$ cat src/rtl/rng_cmd_pkg.sv
package rng_cmd_pkg;

  localparam logic [31:0] CODE_RESET    = 32'h0000_0001;
  localparam logic [31:0] CODE_RELEASE  = 32'h0000_0002;
  localparam logic [31:0] CODE_ENABLE   = 32'h8000_0000;
  localparam logic [31:0] CODE_ZEROIZE  = 32'h8000_0004;
  localparam logic [31:0] CODE_ACK_ZERO = 32'h8000_0008;
  localparam logic [31:0] CODE_READ_ACK = 32'h8000_000F;

  localparam logic [7:0] STAT_BUSY  = 8'h00;
  localparam logic [7:0] STAT_RACK  = 8'hAC;
  localparam logic [7:0] STAT_PASS  = 8'h57;
  localparam logic [7:0] STAT_FAIL  = 8'hFA;
  localparam logic [7:0] STAT_READY = 8'hED;

  typedef enum logic [2:0] {
    CMD_NONE,
    CMD_RESET,
    CMD_RELEASE,
    CMD_ENABLE,
    CMD_ZEROIZE,
    CMD_ACK_ZERO,
    CMD_READ_ACK
  } cmd_e;

  typedef enum logic [3:0] {
    ST_IDLE,
    ST_RWAIT,
    ST_RACK,
    ST_RELEASED,
    ST_ENABLED,
    ST_SELFTEST,
    ST_PASS,
    ST_FAIL,
    ST_GEN,
    ST_READY,
    ST_ACKED
  } state_e;

endpackage

$ cat src/rtl/rng_cmd_decode.sv
module rng_cmd_decode
  import rng_cmd_pkg::*;
#(
  parameter int ADDR_W   = 4,
  parameter int CTRL_OFF = 0
) (
  input  logic              wr_en,
  input  logic [ADDR_W-1:0] wr_addr,
  input  logic [31:0]       wr_data,
  output cmd_e              cmd
);

  localparam logic [ADDR_W-1:0] CTRL_A = ADDR_W'(CTRL_OFF);

  always_comb begin
    cmd = CMD_NONE;
    if (wr_en && (wr_addr == CTRL_A)) begin
      unique case (wr_data)
        CODE_RESET:    cmd = CMD_RESET;
        CODE_RELEASE:  cmd = CMD_RELEASE;
        CODE_ENABLE:   cmd = CMD_ENABLE;
        CODE_ZEROIZE:  cmd = CMD_ZEROIZE;
        CODE_ACK_ZERO: cmd = CMD_ACK_ZERO;
        CODE_READ_ACK: cmd = CMD_READ_ACK;
        default:       cmd = CMD_NONE;
      endcase
    end
  end

endmodule

$ cat src/rtl/rng_entropy_stub.sv
module rng_entropy_stub #(
  parameter int          W    = 16,
  parameter logic [W-1:0] TAPS = 16'hB400,
  parameter logic [W-1:0] SEED = 16'hACE1
) (
  input  logic clk,
  input  logic rst_n,
  input  logic reseed,
  input  logic advance,
  output logic bit_o
);

  logic [W-1:0] q_q, q_d;
  logic         en;

  assign en = reseed | advance;

  always_comb begin
    q_d = q_q;
    if (reseed)       q_d = SEED;
    else if (advance) q_d = {q_q[W-2:0], ^(q_q & TAPS)};
  end

  always_ff @(posedge clk or negedge rst_n) begin
    if (!rst_n)  q_q <= SEED;
    else if (en) q_q <= q_d;
  end

  assign bit_o = q_q[W-1];

  // the source state never collapses to the all-zero lock-up value
  a_r4_state_nonzero: assert property (@(posedge clk) disable iff (!rst_n)
    q_q != '0);

endmodule

$ cat src/rtl/rng_health_test.sv
module rng_health_test #(
  parameter int SAMPLES   = 64,
  parameter int RUN_LIMIT = 20
) (
  input  logic clk,
  input  logic rst_n,
  input  logic clear,
  input  logic sample_en,
  input  logic sample,
  output logic last_o,
  output logic fail_o
);

  localparam int CNT_W = $clog2(SAMPLES + 1);
  localparam int RUN_W = $clog2(SAMPLES + 1);

  logic [CNT_W-1:0] cnt_q, cnt_d;
  logic [RUN_W-1:0] run_q, run_d;
  logic             prev_q;
  logic             fail_q, fail_d;
  logic             en;

  assign en = clear | sample_en;

  always_comb begin
    cnt_d  = cnt_q;
    run_d  = run_q;
    fail_d = fail_q;
    if (clear) begin
      cnt_d  = '0;
      run_d  = '0;
      fail_d = 1'b0;
    end else if (sample_en) begin
      cnt_d = cnt_q + 1'b1;
      if ((cnt_q != '0) && (sample == prev_q)) run_d = run_q + 1'b1;
      else                                     run_d = RUN_W'(1);
      if (run_d > RUN_W'(RUN_LIMIT)) fail_d = 1'b1;
    end
  end

  always_ff @(posedge clk or negedge rst_n) begin
    if (!rst_n) begin
      cnt_q  <= '0;
      run_q  <= '0;
      prev_q <= 1'b0;
      fail_q <= 1'b0;
    end else if (en) begin
      cnt_q  <= cnt_d;
      run_q  <= run_d;
      prev_q <= sample;
      fail_q <= fail_d;
    end
  end

  assign last_o = sample_en && !clear && (cnt_q == CNT_W'(SAMPLES - 1));
  assign fail_o = fail_d;

  // a run past the limit always leaves the failure flag set
  a_r5_run_flags_fail: assert property (@(posedge clk) disable iff (!rst_n)
    (run_q > RUN_W'(RUN_LIMIT)) |-> fail_q);

endmodule

$ cat src/rtl/rng_word_collect.sv
module rng_word_collect #(
  parameter int WORD_W = 32
) (
  input  logic              clk,
  input  logic              rst_n,
  input  logic              clear,
  input  logic              shift_en,
  input  logic              bit_i,
  output logic [WORD_W-1:0] word_o,
  output logic              full_o
);

  localparam int CNT_W = $clog2(WORD_W);

  logic [WORD_W-1:0] word_q, word_d;
  logic [CNT_W-1:0]  cnt_q, cnt_d;
  logic              en;

  assign en     = clear | shift_en;
  assign full_o = shift_en && !clear && (cnt_q == CNT_W'(WORD_W - 1));

  always_comb begin
    word_d = word_q;
    cnt_d  = cnt_q;
    if (clear) begin
      word_d = '0;
      cnt_d  = '0;
    end else if (shift_en) begin
      word_d = {word_q[WORD_W-2:0], bit_i};
      cnt_d  = full_o ? '0 : cnt_q + 1'b1;
    end
  end

  always_ff @(posedge clk or negedge rst_n) begin
    if (!rst_n) begin
      word_q <= '0;
      cnt_q  <= '0;
    end else if (en) begin
      word_q <= word_d;
      cnt_q  <= cnt_d;
    end
  end

  assign word_o = word_q;

  // a clear always leaves an empty word behind
  a_r6_clear_empties: assert property (@(posedge clk) disable iff (!rst_n)
    clear |=> (word_q == '0));

endmodule

$ cat src/rtl/rng_cmd_ctrl.sv
module rng_cmd_ctrl
  import rng_cmd_pkg::*;
#(
  parameter int ADDR_W       = 4,
  parameter int CTRL_OFF     = 0,
  parameter int STAT_OFF     = 4,
  parameter int RESET_DLY    = 16,
  parameter int TEST_SAMPLES = 64,
  parameter int RUN_LIMIT    = 20,
  parameter int SRC_W        = 16
) (
  input  logic              clk,
  input  logic              rst_n,
  input  logic              wr_en,
  input  logic [ADDR_W-1:0] wr_addr,
  input  logic [31:0]       wr_data,
  input  logic [ADDR_W-1:0] rd_addr,
  output logic [31:0]       rd_data,
  input  logic              test_force_fail
);

  localparam int                DLY_W  = $clog2(RESET_DLY + 1);
  localparam int                WORD_W = 32;
  localparam logic [ADDR_W-1:0] DATA_A = ADDR_W'(CTRL_OFF);
  localparam logic [ADDR_W-1:0] STAT_A = ADDR_W'(STAT_OFF);

  cmd_e              cmd;
  state_e            st_q, st_d;
  logic [DLY_W-1:0]  dly_q, dly_d;
  logic              src_bit, src_reseed, src_adv;
  logic              hl_clear, hl_last, hl_fail, hl_sample;
  logic              wc_clear, wc_full;
  logic [WORD_W-1:0] word;
  logic [7:0]        status;

  rng_cmd_decode #(.ADDR_W(ADDR_W), .CTRL_OFF(CTRL_OFF)) u_dec (
    .wr_en(wr_en), .wr_addr(wr_addr), .wr_data(wr_data), .cmd(cmd));

  assign src_reseed = (cmd == CMD_RESET) || (st_q == ST_ENABLED && cmd == CMD_ZEROIZE);
  assign src_adv    = (st_q == ST_SELFTEST) || (st_q == ST_GEN);

  rng_entropy_stub #(.W(SRC_W)) u_src (
    .clk(clk), .rst_n(rst_n), .reseed(src_reseed), .advance(src_adv), .bit_o(src_bit));

  assign hl_clear  = src_reseed;
  assign hl_sample = test_force_fail ? 1'b0 : src_bit;

  rng_health_test #(.SAMPLES(TEST_SAMPLES), .RUN_LIMIT(RUN_LIMIT)) u_hlth (
    .clk(clk), .rst_n(rst_n), .clear(hl_clear), .sample_en(st_q == ST_SELFTEST),
    .sample(hl_sample), .last_o(hl_last), .fail_o(hl_fail));

  assign wc_clear = src_reseed
                 || (st_q == ST_PASS  && cmd == CMD_ACK_ZERO)
                 || (st_q == ST_READY && cmd == CMD_READ_ACK)
                 || (st_q == ST_ACKED && cmd == CMD_ENABLE);

  rng_word_collect #(.WORD_W(WORD_W)) u_word (
    .clk(clk), .rst_n(rst_n), .clear(wc_clear), .shift_en(st_q == ST_GEN),
    .bit_i(src_bit), .word_o(word), .full_o(wc_full));

  always_comb begin
    st_d  = st_q;
    dly_d = dly_q;
    if (cmd == CMD_RESET) begin
      st_d  = ST_RWAIT;
      dly_d = '0;
    end else begin
      unique case (st_q)
        ST_RWAIT:
          if (dly_q == DLY_W'(RESET_DLY - 1)) st_d = ST_RACK;
          else                                dly_d = dly_q + 1'b1;
        ST_RACK:     if (cmd == CMD_RELEASE)  st_d = ST_RELEASED;
        ST_RELEASED: if (cmd == CMD_ENABLE)   st_d = ST_ENABLED;
        ST_ENABLED:  if (cmd == CMD_ZEROIZE)  st_d = ST_SELFTEST;
        ST_SELFTEST: if (hl_last)             st_d = hl_fail ? ST_FAIL : ST_PASS;
        ST_PASS:     if (cmd == CMD_ACK_ZERO) st_d = ST_GEN;
        ST_GEN:      if (wc_full)             st_d = ST_READY;
        ST_READY:    if (cmd == CMD_READ_ACK) st_d = ST_ACKED;
        ST_ACKED:    if (cmd == CMD_ENABLE)   st_d = ST_GEN;
        default:     st_d = st_q;
      endcase
    end
  end

  always_ff @(posedge clk or negedge rst_n) begin
    if (!rst_n) begin
      st_q  <= ST_IDLE;
      dly_q <= '0;
    end else begin
      st_q  <= st_d;
      dly_q <= dly_d;
    end
  end

  always_comb begin
    unique case (st_q)
      ST_RACK:  status = STAT_RACK;
      ST_PASS:  status = STAT_PASS;
      ST_FAIL:  status = STAT_FAIL;
      ST_READY: status = STAT_READY;
      default:  status = STAT_BUSY;
    endcase
  end

  always_comb begin
    rd_data = '0;
    if (rd_addr == STAT_A)                         rd_data = {24'h0, status};
    else if (rd_addr == DATA_A && st_q == ST_READY) rd_data = word;
  end

  // reset command is taken from any state
  a_r10_reset_any: assert property (@(posedge clk) disable iff (!rst_n)
    (cmd == CMD_RESET) |=> (st_q == ST_RWAIT));

  // reset acknowledge is reached only through the wait phase
  a_r2_ack_via_wait: assert property (@(posedge clk) disable iff (!rst_n)
    $rose(st_q == ST_RACK) |-> ($past(st_q) == ST_RWAIT));

  // a failed startup holds until reset
  a_r5_fail_sticky: assert property (@(posedge clk) disable iff (!rst_n)
    (st_q == ST_FAIL && cmd != CMD_RESET) |=> (st_q == ST_FAIL));

  // word-ready only follows generation
  a_r6_ready_from_gen: assert property (@(posedge clk) disable iff (!rst_n)
    $rose(st_q == ST_READY) |-> ($past(st_q) == ST_GEN));

  // an offered word is never empty
  a_r7_ready_word_nonzero: assert property (@(posedge clk) disable iff (!rst_n)
    (st_q == ST_READY) |-> (word != '0));

endmodule

$ cat config.mk
export PLATFORM = sky130hd
export DESIGN_NAME = rng_cmd_ctrl
export DESIGN_NICKNAME = d
export VERILOG_FILES = /design/src/rtl/rng_cmd_pkg.sv /design/src/rtl/rng_cmd_decode.sv /design/src/rtl/rng_entropy_stub.sv /design/src/rtl/rng_health_test.sv /design/src/rtl/rng_word_collect.sv /design/src/rtl/rng_cmd_ctrl.sv
export SDC_FILE = /design/constraint.sdc
export NUM_CORES = 1
export LEC_CHECK = 0
export BUFFER_PORTS_ARGS = -buffer_cell sky130_fd_sc_hd__buf_2
export CORE_MARGIN = 2
export CORE_UTILIZATION = 56
export CTS_CLUSTER_DIAMETER = 150
export DETAILED_ROUTE_END_ITERATION = 6
export HOLD_SLACK_MARGIN = 0.06
export PLACE_DENSITY_LB_ADDON = 0.2
export SYNTH_ARGS = -nofsm -noshare
export SYNTH_HDL_FRONTEND = slang
export SYNTH_SLANG_ARGS = --single-unit
export TNS_END_PERCENT = 50
$ cat constraint.sdc
create_clock -name clk -period 3.4 [get_ports clk]
set_clock_uncertainty 0.15 [all_clocks]
set_input_delay 0.34 -clock clk [delete_from_list [all_inputs] [get_ports clk]]
set_output_delay 0.34 -clock clk [all_outputs]
set_load 0.05 [all_outputs]
* Word-level counts from Yosys, hierarchy flattened
Index checks and enable logic that the tools add are counted.
Operators by class: $add $sub $neg 4, equal/unequal tests 37, reduce and logical (&&, ||, !) cells 32, order comparisons 1, mux-type cells 38, bitwise logic cells 3
Operator list (count):
- $eq 32x32->1 const B | 4
- $mux 32 | 4
- $mux 7 | 7
- $mux 4 | 10
- $pmux 4 s9 | 1
- $eq 32x1->1 const B | 1
- $eq 32x2->1 const B | 1
- $mux 16 | 2
- $pmux 8 s4 | 1
- $mux 5 | 6
- $eq 4x3->1 const B | 5
- $pmux 3 s6 | 1
- $reduce_xor 16->1 | 1
- $ne 3x3->1 const B | 5
- $add 7x1->7 const B | 2
- $eq 4x4->1 const B | 3
- $ne 3x2->1 const B | 4
- $logic_and 1x1->1 | 11
- $add 5x1->5 const B | 2
- $reduce_and 10->1 | 1
- $reduce_bool 10->1 | 1
- $eq 3x3->1 const B | 3
- $eq 4x2->1 const B | 2
- $logic_not 4->1 | 2
- other kinds (17) | 35
Word-level totals: register bits 78, bits of input ports 44, word-level logic and storage cells 124

* Depth between registers and ports, before layout
depth after elaboration 15, gate-level depth with buffers 10, mapped depth without buffers 10

* Modules after synthesis
From an unflattened synthesis, not the netlist that was laid out.
Unflattened totals: cell total of the unflattened synthesis 473, area, all modules 4590.7 µm²
Modules (own cells, without submodules):
- rng_word_collect | cells an instance 132, times used 1, area an instance 1571.5 µm², sequential area each 925.9 µm²
- rng_cmd_ctrl | cells an instance 148, times used 1, area an instance 1104.8 µm², sequential area each 225.2 µm²
- rng_health_test | cells an instance 111, times used 1, area an instance 1039.7 µm², sequential area each 400.4 µm²
- rng_entropy_stub | cells an instance 55, times used 1, area an instance 689.4 µm², sequential area each 410.4 µm²
- rng_cmd_decode | cells an instance 27, times used 1, area an instance 185.2 µm², sequential area each 0.0 µm²

* Least setup slack after synthesis
Ideal clock, no wire load.
path kind in2reg, from input port wr_data[18], to register st_q[0], arrival time 2540 ps, buffers on the path 1, slack 630 ps, library setup time 79 ps, stages on the path 8, cell sequence nor4_1 -> nand4_1 -> or3_1 -> clkbuf_2 -> o311a_1 -> or4_4 -> a211oi_2 -> mux2i_1
On the way: word-level cells in the longest chain between the ends 14
RTL lines:
- start: declaration | line rng_cmd_ctrl.sv:16 | input logic [31:0] wr_data,
- $eq 32x32->1, or another cell as far along | line rng_cmd_decode.sv:18 | unique case (wr_data)
- $pmux 3 s6 (*) | line rng_cmd_decode.sv:18
- $mux 3 (*) | line rng_cmd_decode.sv:17 | if (wr_en && (wr_addr == CTRL_A)) begin
- $eq 3x3->1 | line rng_cmd_ctrl.sv:39, rng_cmd_ctrl.sv:74
- $logic_and 1x1->1 | line rng_cmd_ctrl.sv:39 | assign src_reseed = (cmd == CMD_RESET) || (st_q == ST_ENABLED && cmd == CMD_ZEROIZE);
- $logic_or 1x1->1 | line rng_cmd_ctrl.sv:39
- $logic_or 1x1->1 | line rng_cmd_ctrl.sv:53 | || (st_q == ST_PASS && cmd == CMD_ACK_ZERO)
- $logic_or 1x1->1 | line rng_cmd_ctrl.sv:54 | || (st_q == ST_READY && cmd == CMD_READ_ACK)
- $logic_or 1x1->1 | line rng_cmd_ctrl.sv:55 | || (st_q == ST_ACKED && cmd == CMD_ENABLE);
- $logic_not 1->1 | line rng_word_collect.sv:20 | assign full_o = shift_en && !clear && (cnt_q == CNT_W'(WORD_W - 1));
- $logic_and 1x1->1 (2 in series) | line rng_word_collect.sv:20
- $ne 3x3->1 (no source line)
- $reduce_and 10->1 (no source line)
- end signal: assignment | line rng_cmd_ctrl.sv:90 | st_q <= st_d;
- end: declaration | line rng_cmd_ctrl.sv:28 | state_e st_q, st_d;
Every way passes the cells marked *; elsewhere a longest branch is shown, timed or not. The select of a mux whose other input is x is not followed. A chain may end at the register's enable or synchronous reset.

* Final worst setup path
from register st_q[1], to output port rd_data[13]
On the way: word-level cells in the longest chain between the ends 4
RTL lines:
- $eq 4x4->1 | line rng_cmd_ctrl.sv:108 | else if (rd_addr == DATA_A && st_q == ST_READY) rd_data = word;
- $logic_and 1x1->1 | line rng_cmd_ctrl.sv:108
- $mux 32 | line rng_cmd_ctrl.sv:108
- $mux 32 | line rng_cmd_ctrl.sv:107 | if (rd_addr == STAT_A) rd_data = {24'h0, status};
- end: declaration | line rng_cmd_ctrl.sv:18 | output logic [31:0] rd_data,
Every way passes these cells.

==> impl_metrics.csv <==
group,metric,value,unit
run_status,status,"finished clean",
pwr,vdd_drop_max,0.000253,V
worst_setup_path,ff2ff_path_depth,6,
clock_network,cts_tree,"yes",
finish,syn_to_final_growth,17.0,%
yosys,synthDominantCellAreaShare,40.3,%
finish,final_util,66.9,%
clock_network,post_cts_resized,0,
clock_network,cts_made_buffers,9,
routing,wl_per_cell,14.1,um
finish,seq_area,0.00196,mm2
yosys,synth_warnings,0,
global_route,grt_pass1_vias,3940,
routing,vias_per_cell,5.68,
worst_setup_path,start_kind,"register",
clock_network,htreeDepth,3,
worst_hold_path,holdCritPathClass,"primary input to register",
worst_hold_path,worstHoldPathCells,3,
floorplanning,fp.dieW,92.2,um
sta,setup_violations,0,
worst_setup_path,arrival,2.23,ns
finish,fin_nets,648,
sta,fmax,0.367,GHz
pwr,clockPowerShare,41.8,%
worst_setup_path,crit_type,"register to output pin",
place,dp_slack,0.369,ns
sta,fin_crit_sh,80.1,%
yosys,synth_nets,575,
pwr,comb_power_share,4.0,%
sta,maxSlewHeadroom,59.1,%
yosys,yosysMostFrequentCell,"nand2_1",
place,port_buffers,75,
routing,first_pass_iters,5,
job,cap_viol_max_count,0,
pwr,cellPowerDensity,336,mW/mm2
sta,hold_viol,0,
sta,drv_slew,0,
routing,vias,4001,
finish,multi_input_area,0.00227,mm2
floorplanning,rows,32,
finish,drive_above_1_share,21.1,%
global_route,grt_pass1_wl,17400,um
yosys,synth_ff_type,"dfrtp_1",
yosys,synth-seq-area-share,45.1,%
floorplanning,ios,76,
pwr,seqPwrFrac,54.2,%
pwr,switching_share,23.8,%
yosys,synth_edf_count,0,
routing,drtIter0Drc,245,
place,placed_area,0.00488,mm2
global_route,antenna_found_initial,0,
clock_network,clock_path_buffers,2,
clock_network,cts_sinks,78,
worst_setup_path,cp_max_fo,29,
yosys,syn_area,0.00435,mm2
yosys,synth.avg_cell_area,8.30,um2
floorplanning,die_height,92.2,um
yosys,synth_top_area_cell,"dfrtp_1",
routing,routed_wl,9910,um
finish,fin_area,0.00509,mm2
sta,layout_min_cycle_time,2.72,ns
sta,finalSetupTns,0,ns
worst_setup_path,required,2.91,ns
sta,tightestPinTransition,0.611,ns
place,gp_congestion,0.885,
global_route,track_usage,24.9,%
yosys,synth_area_leaders,"dfrtp_1, nand2_1, a21oi_1",
yosys,synth_cell_types,47,
yosys,synthArstFlopShare,100,%
sta,rsz0062_at_grt,"no",
routing,antenna_left,0,
floorplanning,core,0.00761,mm2
worst_setup_path,worstSetupEndpointType,"output pin",
finish,fillCellCount,639,
global_route,grt_max_degree,38,
place,dp_hpwl,6920,um
floorplanning,initial_core_util,57.2,%
clock_network,clk_pin_slew,0.08,ns
floorplanning,die_area,0.00849,mm2
pwr,power.internal,1300,uW
global_route,grt_overflow,0,
yosys,synth-seq-cells,78,
clock_network,clk_latency,0.36,ns
routing,drc,0,
sta,fin_ws,0.678,ns
yosys,synthTopCellsByCount,"nand2_1, dfrtp_1, a21oi_1",
yosys,synthCells,524,
pwr,power.switching,407,uW
finish,diodes,0,
pwr,p_leak,0.00234,uW
clock_network,cts-root-buf,"clkbuf_8",
==> sequential cells by signal, summed over array words and instances, names as in the netlist <==
register / count
u_hlth.cnt_q: 7
u_hlth.prev_q: 1
u_word.word_o: 32
u_hlth.fail_q: 1
st_q: 4
u_word.cnt_q: 5
u_hlth.run_q: 7
u_src.q_q: 16
dly_q: 5
==> power by group through the flow <==
stage	sequential, uW	combinational, uW	clock (uW)
floorplan	946	15.3	0
global placement	945	66.1	0
detailed placement	945	68.3	0
CTS	927	69.3	732
global route	927	78.1	767
finish	927	68.0	715
==> final cells by class <==
type,instances,share of cell area [%]
Tap cell,102,2.51
Clock buffer,9,2.43
Multi-Input combinational cell,409,44.6
Clock inverter,7,1.57
Timing Repair Buffer,91,9.78
Inverter,8,0.590
Sequential cell,78,38.5
==> layout by cell type (no fill, tap or decap), types with 3 or more instances in the layout <==
cell type  Yosys  routed
a211oi_1       5       5
a21o_1         9       9
a21oi_1       63      63
a22o_1         4       4
and2_1        27      27
and3_1         3       3
buf_2          1      75
buf_4          0      15
clkbuf_8       0       9
dfrtp_1       70      70
dfstp_2        8       8
ha_1           7       7
inv_1          8       8
mux2_2         3       3
mux2i_1        3       3
nand2_1       96      96
nand2b_1       6       6
nand3_1       10      10
nand4_1        8       8
nor2_1        45      45
nor2b_1        5       5
nor3_1        22      19
nor3_2         0       3
nor4_1        13      12
o21a_1         3       3
o21ai_0       28      28
o21bai_1       3       3
or3_1          7       7
xnor2_1        6       6
xor2_1         9       9
==> critical path: stages, from the launching register on <==
cell	delay, ns
dfrtp_1	0.56
nand2b_1	0.36
nor4_2	0.25
buf_4	0.29
and2_1	0.17
buf_2	0.26
==> final timing paths <==
kind	to	slack (ns)	start
setup / recovery	rd_data[13]	0.68	st_q[1]$_DFFE_PN0P_
hold / removal	u_hlth.prev_q$_DFFE_PN0P_	0.26	test_force_fail
setup reg to reg	u_hlth.prev_q$_DFFE_PN0P_	0.73	st_q[3]$_DFFE_PN0P_
hold reg to reg	u_hlth.fail_q$_DFFE_PN0P_	0.35	u_hlth.fail_q$_DFFE_PN0P_
max in group asynchronous	u_src.q_q[15]$_DFFE_PN1P_	1.82	rst_n
min in group asynchronous	u_word.word_o[31]$_DFFE_PN0P_	0.37	rst_n
==> per-stage QoR <==
step / std cells / power [uW] / hold slack [ns]
after floorplan: 524 / 961 / -0.106
final: 704 / 1710 / 0.255
after CTS: 704 / 1730 / 0.245
after global placement: 687 / 1010 / 0.220
after detailed placement: 687 / 1010 / 0.223
after global routing: 704 / 1770 / 0.264
==> what timing repair did <==
| action | CTS | global route |
|---|---|---|
| endpoints found under the setup margin | 0 | 0 |
| hold buffers | 1 | 0 |
| buffers inserted | 0 | 0 |
| endpoints found under the hold margin | 22 | 0 |
==> layer usage <==
metal	vias up	track usage (%)	wire length (um)
li1	1969	-	-
met1	1918	32.7	4570
met2	101	42.4	4790
met3	13	4.11	435
met4	0	7.59	119
met5	-	0	0
==> cells by family after synthesis <==
family                     count (synthesis)  synth area share [%]
buffers and inverters                     37                  3.25
muxes                                      6                  1.47
and+or+nand+nor                          253                  27.8
AOI/OAI and AO/OA                        128                  17.4
DFF                                       78                  45.1
xor gates and xnor gates                  15                  3.02
adders and majority gates                  7                  2.01
(Power assumes the default switching activity.)
